`src/rtl/potdrv_pkg.sv`:
```
package potdrv_pkg;

   typedef enum logic [2:0] {
      PH_IDLE,
      PH_SETUP,
      PH_LOW,
      PH_HIGH,
      PH_TAIL,
      PH_RELEASE,
      PH_HOLD,
      PH_FINISH
   } phase_e;

   function automatic int unsigned max2(input int unsigned a, input int unsigned b);
      return (a > b) ? a : b;
   endfunction

endpackage

```
`src/rtl/potdrv_timer.sv`:
```
module potdrv_timer #(
   parameter int CNT_W = 8
) (
   input  logic             clk,
   input  logic             rst_n,
   input  logic             load,
   input  logic [CNT_W-1:0] load_val,
   output logic             expired
);

   logic [CNT_W-1:0] cnt_q;

   always_ff @(posedge clk or negedge rst_n) begin
      if (!rst_n)
         cnt_q <= '0;
      else if (load)
         cnt_q <= load_val;
      else if (cnt_q != '0)
         cnt_q <= cnt_q - CNT_W'(1);
   end

   assign expired = (cnt_q == '0);

endmodule

```
`src/rtl/potdrv_planner.sv`:
```
module potdrv_planner #(
   parameter int POS_W  = 5,
   parameter bit CAL_EN = 1'b1,
   localparam int STEP_W = POS_W + 1
) (
   input  logic [POS_W-1:0]  target,
   input  logic [POS_W-1:0]  cur_pos,
   input  logic              calib,
   output logic [STEP_W-1:0] steps,
   output logic              up,
   output logic [POS_W-1:0]  next_pos
);

   localparam logic [STEP_W-1:0] FULL_WALK = STEP_W'(2 ** POS_W);

   logic calib_eff;

   generate
      if (CAL_EN) begin : g_cal
         assign calib_eff = calib;
      end else begin : g_nocal
         assign calib_eff = 1'b0;
      end
   endgenerate

   always_comb begin
      if (calib_eff) begin
         steps    = FULL_WALK;
         up       = 1'b0;
         next_pos = '0;
      end else if (target >= cur_pos) begin
         steps    = {1'b0, target - cur_pos};
         up       = 1'b1;
         next_pos = target;
      end else begin
         steps    = {1'b0, cur_pos - target};
         up       = 1'b0;
         next_pos = target;
      end
   end

endmodule

```
`src/rtl/potdrv_seq.sv`:
```
module potdrv_seq
   import potdrv_pkg::*;
#(
   parameter int POS_W   = 5,
   parameter int CNT_W   = 8,
   parameter int L_SU    = 4,
   parameter int T_LOW   = 2,
   parameter int T_HIGH  = 2,
   parameter int T_END   = 2,
   parameter int T_DESEL = 4,
   localparam int STEP_W = POS_W + 1
) (
   input  logic              clk,
   input  logic              rst_n,
   input  logic              start,
   input  logic [STEP_W-1:0] start_steps,
   input  logic              start_store,
   input  logic              tmr_expired,
   output logic              tmr_load,
   output logic [CNT_W-1:0]  tmr_val,
   output logic              idle,
   output logic              sel_n,
   output logic              step_n,
   output logic              busy,
   output logic              done
);

   localparam logic [CNT_W-1:0] V_SU    = CNT_W'(L_SU - 1);
   localparam logic [CNT_W-1:0] V_LOW   = CNT_W'(T_LOW - 1);
   localparam logic [CNT_W-1:0] V_HIGH  = CNT_W'(T_HIGH - 1);
   localparam logic [CNT_W-1:0] V_END   = CNT_W'(T_END - 1);
   localparam logic [CNT_W-1:0] V_DESEL = CNT_W'(T_DESEL - 1);
   localparam int               MON_W   = CNT_W + 1;

   phase_e            phase_q, phase_d;
   logic [STEP_W-1:0] left_q, left_d;
   logic              store_q;

   always_comb begin
      phase_d  = phase_q;
      left_d   = left_q;
      tmr_load = 1'b0;
      tmr_val  = '0;
      unique case (phase_q)
         PH_IDLE: begin
            if (start) begin
               tmr_load = 1'b1;
               left_d   = start_steps;
               if ((start_steps == '0) && !start_store) begin
                  phase_d = PH_FINISH;
               end else begin
                  phase_d = PH_SETUP;
                  tmr_val = V_SU;
               end
            end
         end
         PH_SETUP: begin
            if (tmr_expired) begin
               tmr_load = 1'b1;
               if (left_q == '0) begin
                  phase_d = PH_TAIL;
                  tmr_val = V_END;
               end else begin
                  phase_d = PH_LOW;
                  tmr_val = V_LOW;
               end
            end
         end
         PH_LOW: begin
            if (tmr_expired) begin
               tmr_load = 1'b1;
               left_d   = left_q - STEP_W'(1);
               if ((left_d != '0) || store_q) begin
                  phase_d = PH_HIGH;
                  tmr_val = V_HIGH;
               end else begin
                  phase_d = PH_TAIL;
                  tmr_val = V_END;
               end
            end
         end
         PH_HIGH: begin
            if (tmr_expired) begin
               tmr_load = 1'b1;
               if (left_q != '0) begin
                  phase_d = PH_LOW;
                  tmr_val = V_LOW;
               end else begin
                  phase_d = PH_TAIL;
                  tmr_val = V_END;
               end
            end
         end
         PH_TAIL: begin
            if (tmr_expired) begin
               tmr_load = 1'b1;
               phase_d  = PH_RELEASE;
            end
         end
         PH_RELEASE: begin
            if (tmr_expired) begin
               tmr_load = 1'b1;
               phase_d  = PH_HOLD;
               tmr_val  = V_DESEL;
            end
         end
         PH_HOLD: begin
            if (tmr_expired) begin
               tmr_load = 1'b1;
               phase_d  = PH_FINISH;
            end
         end
         PH_FINISH: begin
            phase_d = PH_IDLE;
         end
         default: phase_d = PH_IDLE;
      endcase
   end

   always_ff @(posedge clk or negedge rst_n) begin
      if (!rst_n) begin
         phase_q <= PH_IDLE;
         left_q  <= '0;
         store_q <= 1'b0;
      end else begin
         phase_q <= phase_d;
         left_q  <= left_d;
         if ((phase_q == PH_IDLE) && start)
            store_q <= start_store;
      end
   end

   // Pin decode: the strobe level in the tail and release phases picks keep or volatile
   always_comb begin
      sel_n  = 1'b0;
      step_n = 1'b1;
      unique case (phase_q)
         PH_IDLE, PH_HOLD, PH_FINISH: sel_n = 1'b1;
         PH_RELEASE: begin
            sel_n  = 1'b1;
            step_n = store_q;
         end
         PH_LOW:  step_n = 1'b0;
         PH_TAIL: step_n = store_q;
         default: ;
      endcase
   end

   assign idle = (phase_q == PH_IDLE);
   assign busy = (phase_q != PH_IDLE) && (phase_q != PH_FINISH);
   assign done = (phase_q == PH_FINISH);

   // Run-length monitors for the timing assertions
   logic [MON_W-1:0] sel_lo_run, sel_hi_run, stp_lo_run;

   always_ff @(posedge clk or negedge rst_n) begin
      if (!rst_n) begin
         sel_lo_run <= '0;
         sel_hi_run <= '1;
         stp_lo_run <= '0;
      end else begin
         sel_lo_run <= sel_n ? '0 : ((sel_lo_run == '1) ? sel_lo_run : sel_lo_run + MON_W'(1));
         sel_hi_run <= !sel_n ? '0 : ((sel_hi_run == '1) ? sel_hi_run : sel_hi_run + MON_W'(1));
         stp_lo_run <= step_n ? '0 : ((stp_lo_run == '1) ? stp_lo_run : stp_lo_run + MON_W'(1));
      end
   end

   a_r4_select_setup: assert property (@(posedge clk) disable iff (!rst_n)
      $fell(step_n) |-> (!sel_n && (sel_lo_run >= MON_W'(L_SU))));

   a_r5_low_width: assert property (@(posedge clk) disable iff (!rst_n)
      $rose(step_n) |-> (stp_lo_run >= MON_W'(T_LOW)));

   a_r6_level_held_at_release: assert property (@(posedge clk) disable iff (!rst_n)
      $rose(sel_n) |-> $stable(step_n));

   a_r8_holdoff: assert property (@(posedge clk) disable iff (!rst_n)
      $fell(sel_n) |-> (sel_hi_run >= MON_W'(T_DESEL + 1)));

   a_r2_ready_exclusive: assert property (@(posedge clk) disable iff (!rst_n)
      idle |-> (!busy && !done && sel_n));

   a_r12_done_pulse: assert property (@(posedge clk) disable iff (!rst_n)
      done |=> (!done && idle));

endmodule

```
`src/rtl/potdrv_host.sv`:
```
module potdrv_host
   import potdrv_pkg::*;
#(
   parameter int POS_W       = 5,
   parameter bit CAL_EN      = 1'b1,
   parameter int INIT_POS    = 0,
   parameter int T_CS_SETUP  = 20,
   parameter int T_DIR_SETUP = 580,
   parameter int T_LOW       = 200,
   parameter int T_HIGH      = 200,
   parameter int T_END       = 200,
   parameter int T_DESEL     = 4_000_000
) (
   input  logic             clk,
   input  logic             rst_n,
   input  logic             cmd_valid,
   output logic             cmd_ready,
   input  logic [POS_W-1:0] cmd_target,
   input  logic             cmd_store,
   input  logic             cmd_calib,
   output logic             sel_n,
   output logic             dir_up,
   output logic             step_n,
   output logic             busy,
   output logic             done,
   output logic [POS_W-1:0] pos_out
);

   localparam int L_SU   = int'(max2(T_CS_SETUP, T_DIR_SETUP));
   localparam int T_MAX  = int'(max2(max2(L_SU, T_LOW), max2(max2(T_HIGH, T_END), T_DESEL)));
   localparam int CNT_W  = $clog2(T_MAX + 1);
   localparam int STEP_W = POS_W + 1;

   generate
      if (POS_W < 1 || POS_W > 8) begin : g_bad_pos_w
         $error("POS_W must lie in 1..8");
      end
      if (INIT_POS < 0 || INIT_POS >= (2 ** POS_W)) begin : g_bad_init
         $error("INIT_POS outside the tap range");
      end
      if (T_CS_SETUP < 1 || T_DIR_SETUP < 1 || T_LOW < 1 || T_HIGH < 1) begin : g_bad_step_t
         $error("setup and strobe widths must be at least one cycle");
      end
      if (T_END < 1 || T_DESEL < 1) begin : g_bad_end_t
         $error("tail and hold-off must be at least one cycle");
      end
   endgenerate

   logic              take;
   logic [STEP_W-1:0] plan_steps;
   logic              plan_up;
   logic [POS_W-1:0]  plan_pos;
   logic              tmr_load, tmr_expired;
   logic [CNT_W-1:0]  tmr_val;
   logic              seq_idle;
   logic [POS_W-1:0]  pos_q;
   logic              dir_q;

   assign cmd_ready = seq_idle;
   assign take      = cmd_valid && seq_idle;

   potdrv_planner #(
      .POS_W  (POS_W),
      .CAL_EN (CAL_EN)
   ) u_plan (
      .target   (cmd_target),
      .cur_pos  (pos_q),
      .calib    (cmd_calib),
      .steps    (plan_steps),
      .up       (plan_up),
      .next_pos (plan_pos)
   );

   potdrv_timer #(
      .CNT_W (CNT_W)
   ) u_tmr (
      .clk      (clk),
      .rst_n    (rst_n),
      .load     (tmr_load),
      .load_val (tmr_val),
      .expired  (tmr_expired)
   );

   potdrv_seq #(
      .POS_W   (POS_W),
      .CNT_W   (CNT_W),
      .L_SU    (L_SU),
      .T_LOW   (T_LOW),
      .T_HIGH  (T_HIGH),
      .T_END   (T_END),
      .T_DESEL (T_DESEL)
   ) u_seq (
      .clk         (clk),
      .rst_n       (rst_n),
      .start       (take),
      .start_steps (plan_steps),
      .start_store (cmd_store),
      .tmr_expired (tmr_expired),
      .tmr_load    (tmr_load),
      .tmr_val     (tmr_val),
      .idle        (seq_idle),
      .sel_n       (sel_n),
      .step_n      (step_n),
      .busy        (busy),
      .done        (done)
   );

   // Tracked tap and direction move only when a command is taken
   always_ff @(posedge clk or negedge rst_n) begin
      if (!rst_n) begin
         pos_q <= POS_W'(INIT_POS);
         dir_q <= 1'b0;
      end else if (take) begin
         pos_q <= plan_pos;
         if (plan_steps != '0)
            dir_q <= plan_up;
      end
   end

   assign pos_out = pos_q;
   assign dir_up  = dir_q;

   a_r3_dir_steady_while_selected: assert property (@(posedge clk) disable iff (!rst_n)
      (!sel_n && $past(!sel_n)) |-> $stable(dir_up));

   a_r11_pos_moves_on_take: assert property (@(posedge clk) disable iff (!rst_n)
      !(cmd_valid && cmd_ready) |=> $stable(pos_out));

endmodule

```
`config.mk`:
```
export PLATFORM = sky130hd
export DESIGN_NAME = potdrv_host
export DESIGN_NICKNAME = d
export VERILOG_FILES = /design/src/rtl/potdrv_pkg.sv /design/src/rtl/potdrv_timer.sv /design/src/rtl/potdrv_planner.sv /design/src/rtl/potdrv_seq.sv /design/src/rtl/potdrv_host.sv
export SDC_FILE = /design/constraint.sdc
export NUM_CORES = 1
export LEC_CHECK = 0
export ABC_CLOCK_PERIOD_IN_PS = 4800
export CAP_MARGIN = 25
export CORE_ASPECT_RATIO = 1.75
export CORE_MARGIN = 3
export CORE_UTILIZATION = 55
export DETAILED_ROUTE_END_ITERATION = 10
export PLACE_DENSITY = 0.75
export SLEW_MARGIN = 20
export SYNTH_ARGS = -nofsm -noshare
export SYNTH_HDL_FRONTEND = slang
export SYNTH_HIERARCHICAL = 1
export SYNTH_SLANG_ARGS = --single-unit
export TNS_END_PERCENT = 5
```
`constraint.sdc`:
```
create_clock -name clk -period 4.8 [get_ports clk]
set_clock_uncertainty 0.1 [all_clocks]
set_input_delay 0.96 -clock clk [delete_from_list [all_inputs] [get_ports clk]]
set_output_delay 0.96 -clock clk [all_outputs]
set_load 0.005 [all_outputs]
```
### After elaboration in Yosys (flattened, before gate mapping)

Index checks and enable logic that the tools add are counted.

* register bits: 38
* input bits: 10
* word-level logic and storage cells: 82

* $add $sub $neg: 4
* $lt $le $gt $ge: 1
* equality and inequality tests: 15
* mux-type cells: 32
* reduce and logical (&&, ||, !) cells: 24

Operators with widths (count)
* 22-bit two-way mux: 4
* 22-bit one-hot mux with 3 select lines: 1
* 3-bit two-way mux: 11
* 3-bit one-hot mux with 8 select lines: 1
* 22-bit logical NOT: 1
* 22-bit nonzero test: 1
* 22-bit by 1-bit subtractor with 22-bit output (second input constant): 1
* 6-bit two-way mux: 3
* 6-bit nonzero test: 3
* 3-bit == test (second input constant): 4
* 6-bit logical NOT: 2
* 2-bit != test (second input constant): 6
* 6-bit one-hot mux with 2 select lines: 1
* 10-bit two-way mux: 1
* 5-bit two-way mux: 2
* 5-bit subtractor: 2
* 8-bit two-way mux: 1
* 7-bit AND reduction: 1
* 3-bit by 2-bit == test with 1-bit output (second input constant): 2
* 6-bit OR reduction: 1
* 6-bit by 1-bit subtractor with 6-bit output (second input constant): 1
* 5-bit greater-or-equal comparator: 1
* 1-bit two-way mux: 5
* 1-bit logical AND: 4
* 14 further kinds: 16

### Logic depth before layout (Yosys ltp)

* word-level depth: 9
* gate-level depth with buffers: 15
* gate-level depth less buffers: 14

### Hierarchy

The synthesis kept the hierarchy.

By module, submodules not included
* potdrv_timer: times used 1, cells an instance 150, area an instance 1362.6 um^2
* potdrv_seq: times used 1, cells an instance 119, area an instance 984.7 um^2
* potdrv_planner: times used 1, cells an instance 65, area an instance 480.5 um^2
* potdrv_host: times used 1, cells an instance 17, area an instance 249.0 um^2

### Worst setup path before layout

No wires, ideal clock.

* kind: input-to-reg
* start point: input port cmd_target[0]
* end point: register u_tmr.cnt_q[1]
* library setup time: 127 ps
* arrival time: 3445 ps
* required time: 4573 ps
* slack: 1127 ps
* stages on the path: 14
* path buffers: 1
* cell sequence: inv_1 > ha_1 > inv_1 > fa_1 > a21o_1 > a21oi_1 > or3_1 > a21oi_1 > a311o_1 > nor4_1 > a21boi_4 > or2_2 > buf_4 > a2bb2oi_1

* word-level cells in the longest chain between the ends: 9
* elaborated cells between the ends (all ways): 11

Ends and longest elaborated chain
* start, declared: line potdrv_host.sv:18 `input logic [POS_W-1:0] cmd_target,`
* 5-bit subtractor (tied with other cells): line potdrv_planner.sv:36 `steps = {1'b0, cur_pos - target};`
* 5-bit two-way mux *: line potdrv_planner.sv:31 `end else if (target >= cur_pos) begin`
* 6-bit two-way mux *: line potdrv_planner.sv:27 `if (calib_eff) begin`
* via plan_steps[4]: line potdrv_host.sv:50 `logic [STEP_W-1:0] plan_steps;`
* 6-bit logical NOT *: line potdrv_seq.sv:49 `if ((start_steps == '0) && !start_store) begin`
* 1-bit logical AND *: line potdrv_seq.sv:49
* 10-bit two-way mux *: line potdrv_seq.sv:49
* 22-bit two-way mux *: line potdrv_seq.sv:46 `if (start) begin`
* 22-bit one-hot mux with 3 select lines *: line potdrv_seq.sv:44 `unique case (phase_q)`
* via tmr_val[1]: line potdrv_host.sv:54 `logic [CNT_W-1:0] tmr_val;`
* 22-bit two-way mux *: line potdrv_timer.sv:16 `else if (load)`
* end signal, assigned: line potdrv_timer.sv:17 `cnt_q <= load_val;`
* end signal, assigned: line potdrv_timer.sv:19 `cnt_q <= cnt_q - CNT_W'(1);`
* end, declared: line potdrv_timer.sv:11 `logic [CNT_W-1:0] cnt_q;`

The timed path passes the listed nets; every way through them passes the cells marked *.
A chain may end at the register's enable or synchronous reset.

### Worst setup path after layout

* start point: input port cmd_target[1]
* end point: register u_tmr.cnt_q[6]

* word-level cells in the longest chain between the ends: 9
* elaborated cells between the ends (all ways): 11

Ends and longest elaborated chain (line)
* 5-bit subtractor (tied with other cells): potdrv_planner.sv:36
* 5-bit two-way mux *: potdrv_planner.sv:31
* 6-bit two-way mux *: potdrv_planner.sv:27
* via plan_steps[3]: potdrv_host.sv:50
* 6-bit logical NOT *: potdrv_seq.sv:49
* 1-bit logical AND *: potdrv_seq.sv:49
* 10-bit two-way mux *: potdrv_seq.sv:49
* 22-bit two-way mux *: potdrv_seq.sv:46
* 22-bit one-hot mux with 3 select lines *: potdrv_seq.sv:44
* 22-bit two-way mux *: potdrv_timer.sv:16

Marked as above.

==> flow_summary_export.csv <==
group,metric,value,unit
timing,fin_crit,4020,ps
power_and_ir_drop,power_frac_clock,38.5,%
placed_design,portBuffers,20,
power_and_ir_drop,power_leakage,1.32,nW
clock_tree,tritoncts,"done",
power_and_ir_drop,comb_power_share,8.7,%
finish,stdcell_count,426,
power_and_ir_drop,power,0.000605,W
clock_tree,root_buffer,"clkbuf_8",
setup_path,crit_arrival,4090,ps
setup_path,critPathCaptureType,"flip-flop",
setup_path,worstSetupStartpoint,"cmd_target[1]",
drt,wl_per_cell,15.9,microns
setup_path,r2r_start,"u_tmr/cnt_q[0]$_DFFE_PN0P_",
finish,drive_gt1_share,10.8,%
drt,initialDrtViolationCount,179,
placed_design,dp_cells,418,
logic_synthesis,syn_area,0.00308,sq mm
clock_tree,clkTransAtPathRegs,80,ps
logic_synthesis,ys_types,70,
setup_path,crit_required,4870,ps
die,core.rowCount,35,
die,core-area,0.00534,sq mm
clock_tree,numCtsBuffers,5,
drt,wl,6770,microns
setup_path,rr_worst_depth,11,
timing,setup_viol,0,
drt,highest-signal-layer,"met4",
logic_synthesis,synthFlopType,"dfrtp_1",
die,die-area,0.00656,sq mm
global_routing,grt_pass1_vias,2431,
clock_tree,htree_levels,2,
logic_synthesis,syn_inst,351,
logic_synthesis,synth_warnings,6,
hold_path,min_path_type,"reg -> reg",
global_routing,grt_max_degree,39,
power_and_ir_drop,p_int,0.000457,W
logic_synthesis,postSynth.asyncResetShare,100,%
finish,synthToLayoutAreaGrowth,5.57,%
logic_synthesis,yosysTopAreaCellShare,30.9,%
finish,seqCellArea,951,sq um
timing,tightestPinTransition,899,ps
power_and_ir_drop,peakVddDrop,169,uV
die,die_w,62.5,microns
setup_path,endpoint,"u_tmr/cnt_q[6]$_DFFE_PN0P_",
die,initial_core_util,57.6,%
timing,drv_slew,0,
finish,nets,375,
drt,drcViolationCount,0,
logic_synthesis,yosys.area_share.adder,6.18,%
drt,vias_per_cell,5.93,
placed_design,routabilityCongestion,0.907,
finish,diodes,0,
power_and_ir_drop,switching_share,24.5,%
die,die_h,105,microns
finish,multi_input_area,0.00181,sq mm
flow_run,cap_viol_max_count,0,
drt,routed-wl-met2,3690,microns
logic_synthesis,ys_top_cells_by_area,"dfrtp_1, ha_1, buf_4, xnor2_1, nor2_1",
logic_synthesis,synth_xor_area_share,3.99,%
setup_path,cp-start-kind,"input pin",
drt,first_pass_iters,4,
timing,period_share,83.7,%
power_and_ir_drop,pwr-share-seq,52.8,%
global_routing,antenna_found_initial,0,
finish,fillers,511,
logic_synthesis,ys_seq_elements,38,
clock_tree,post_cts_resize_count,0,
logic_synthesis,synth_top_family_by_area,"simple AND/OR/NAND/NOR gates",
die,io_pins,21,
timing,clock.fmax,249,MHz
logic_synthesis,synth.top_cells.by_count,"dfrtp_1, nor2_1, inv_1, nand2_1, buf_4",
power_and_ir_drop,powerDensity,186,mW/mm^2
power_and_ir_drop,p_switching,0.000149,W
global_routing,overflow,0,
clock_tree,postCtsSetupBuffers,0,
clock_tree,cts_buffer_depth,2,
setup_path,path_class,"in -> reg",
timing,rsz0062_at_grt,"false",
logic_synthesis,syn_area_per_cell,8.77,sq um
logic_synthesis,ys_seq_area_share,30.9,%
run_status,outcome,"finished, final reports clean",
clock_tree,clock-sinks,38,
drt,ant_nets,0,
global_routing,grt_pass1_wl,11500,microns
drt,wl_met1,2630,microns
clock_tree,clk_latency,290,ps
drt,route.met3.wl,235,microns
setup_path,critPathMaxFanout,3,
timing,slew-limit-headroom,40.1,%
setup_path,timing.rr.end,"u_tmr/cnt_q[14]$_DFFE_PN0P_",
placed_design,placed_cell_area,0.00316,sq mm
logic_synthesis,synth_edf_count,0,
logic_synthesis,synthMuxAreaShare,2.89,%
logic_synthesis,yosysMostFrequentCell,"dfrtp_1",
clock_tree,cts_hold_buf,0,
drt,vias,2528,
global_routing,track_usage,21.6,%
logic_synthesis,yosysTopAreaCell,"dfrtp_1",
timing,hold_violations,0,
setup_path,r2r_slack,1110,ps
placed_design,dpl.hpwl,5050,microns
logic_synthesis,synth_compound_area_share,21.4,%
finish,final_core_util,60.8,%
finish,stdcell_area,0.00325,sq mm
logic_synthesis,synth-simple-area-share,23.3,%
timing,setup_tns,0,ps
-- power by group through the flow --
| stage | clock network, W | registers (W) | logic, W |
|---|---|---|---|
| global route | 0.000254 | 0.000320 | 0.0000589 |
| global placement | 0 | 0.000326 | 0.0000524 |
| detailed placement | 0 | 0.000326 | 0.0000534 |
| CTS | 0.000243 | 0.000320 | 0.0000536 |
| floorplan | 0 | 0.000326 | 0.0000359 |
| finish | 0.000233 | 0.000320 | 0.0000527 |
-- flip-flops by register name, indices dropped and copies added, names as in the netlist --
register and cells:
u_seq/phase_q 3, u_seq/store_q 1, u_seq/left_q 6, pos_out 5, dir_up 1, u_tmr/cnt_q 22
-- metal layers --
layer | GRT usage (%) | vias up
met1 | 24.1 | 1222
met4 | 9.48 | 0
met3 | 2.90 | 15
li1 | - | 1236
met2 | 40.0 | 55
met5 | 0 | -
-- final cells by class --
| cell class | instances | share of cell area [%] |
|---|---|---|
| clock buffers | 7 | 2.66 |
| flip-flops and latches | 38 | 29.3 |
| inverters | 24 | 2.77 |
| repair buffers | 23 | 6.70 |
| clock inverters | 1 | 0.154 |
| well taps | 74 | 2.85 |
| multi-input cells | 259 | 55.6 |
-- worst min-delay path by stage --
stage                       startpoint                  to  slack (ps)  depth (start not counted)
floorplan           dir_up$_DFFE_PN0P_  dir_up$_DFFE_PN0P_         380                          1
global placement    dir_up$_DFFE_PN0P_  dir_up$_DFFE_PN0P_         370                          1
detailed placement  dir_up$_DFFE_PN0P_  dir_up$_DFFE_PN0P_         380                          1
CTS                 dir_up$_DFFE_PN0P_  dir_up$_DFFE_PN0P_         390                          1
global route        dir_up$_DFFE_PN0P_  dir_up$_DFFE_PN0P_         410                          1
finish              dir_up$_DFFE_PN0P_  dir_up$_DFFE_PN0P_         390                          1
-- cell usage in the layout, fill, tap and decap left out, types with 3 or more instances in the layout --
cell type        instances
dfrtp_1                 38
nor2_1                  28
inv_1                   24
nand2_1                 24
clkdlybuf4s50_1         19
a21oi_1                 17
xnor2_1                 13
nor3_1                  12
ha_1                    12
o21ai_1                 11
nor4_1                  11
o31ai_1                 11
o21ai_0                 10
or4_1                    9
or3_1                    8
conb_1                   7
mux2_2                   6
clkbuf_8                 6
nor2b_1                  5
a22oi_1                  5
a21o_1                   4
a21boi_0                 4
buf_4                    3
-- per-stage QoR --
step,hold slack [ps],setup WS (ps)
finish,389,783
global route,410,475
CTS,394,809
detailed placement,375,491
global placement,371,595
floorplan,383,1130
-- critical path, cell delays in order --
cell and delay (ps):
clkdlybuf4s50_1 530, inv_1 110, ha_1 330, o211ai_1 210, o21ai_1 130, a2111oi_1 460
or3_1 170, a21oi_1 120, nor4_1 490, a21boi_4 110, or2_2 320, nand2_1 70
o31ai_1 60
-- logic make-up (layout without fill, tap and decap cells) --
| logic type | Yosys count | after routing |
|---|---|---|
| xor gates and xnor gates | 14 | 14 |
| adders and majority gates | 14 | 14 |
| and+or+nand+nor | 123 | 123 |
| AOI/OAI and AO/OA | 93 | 93 |
| buffers and inverters | 60 | 55 |
| DFF | 38 | 38 |
| muxes | 8 | 8 |
| other | 1 | 7 |
Note: power is estimated with default switching activity, not from simulation.
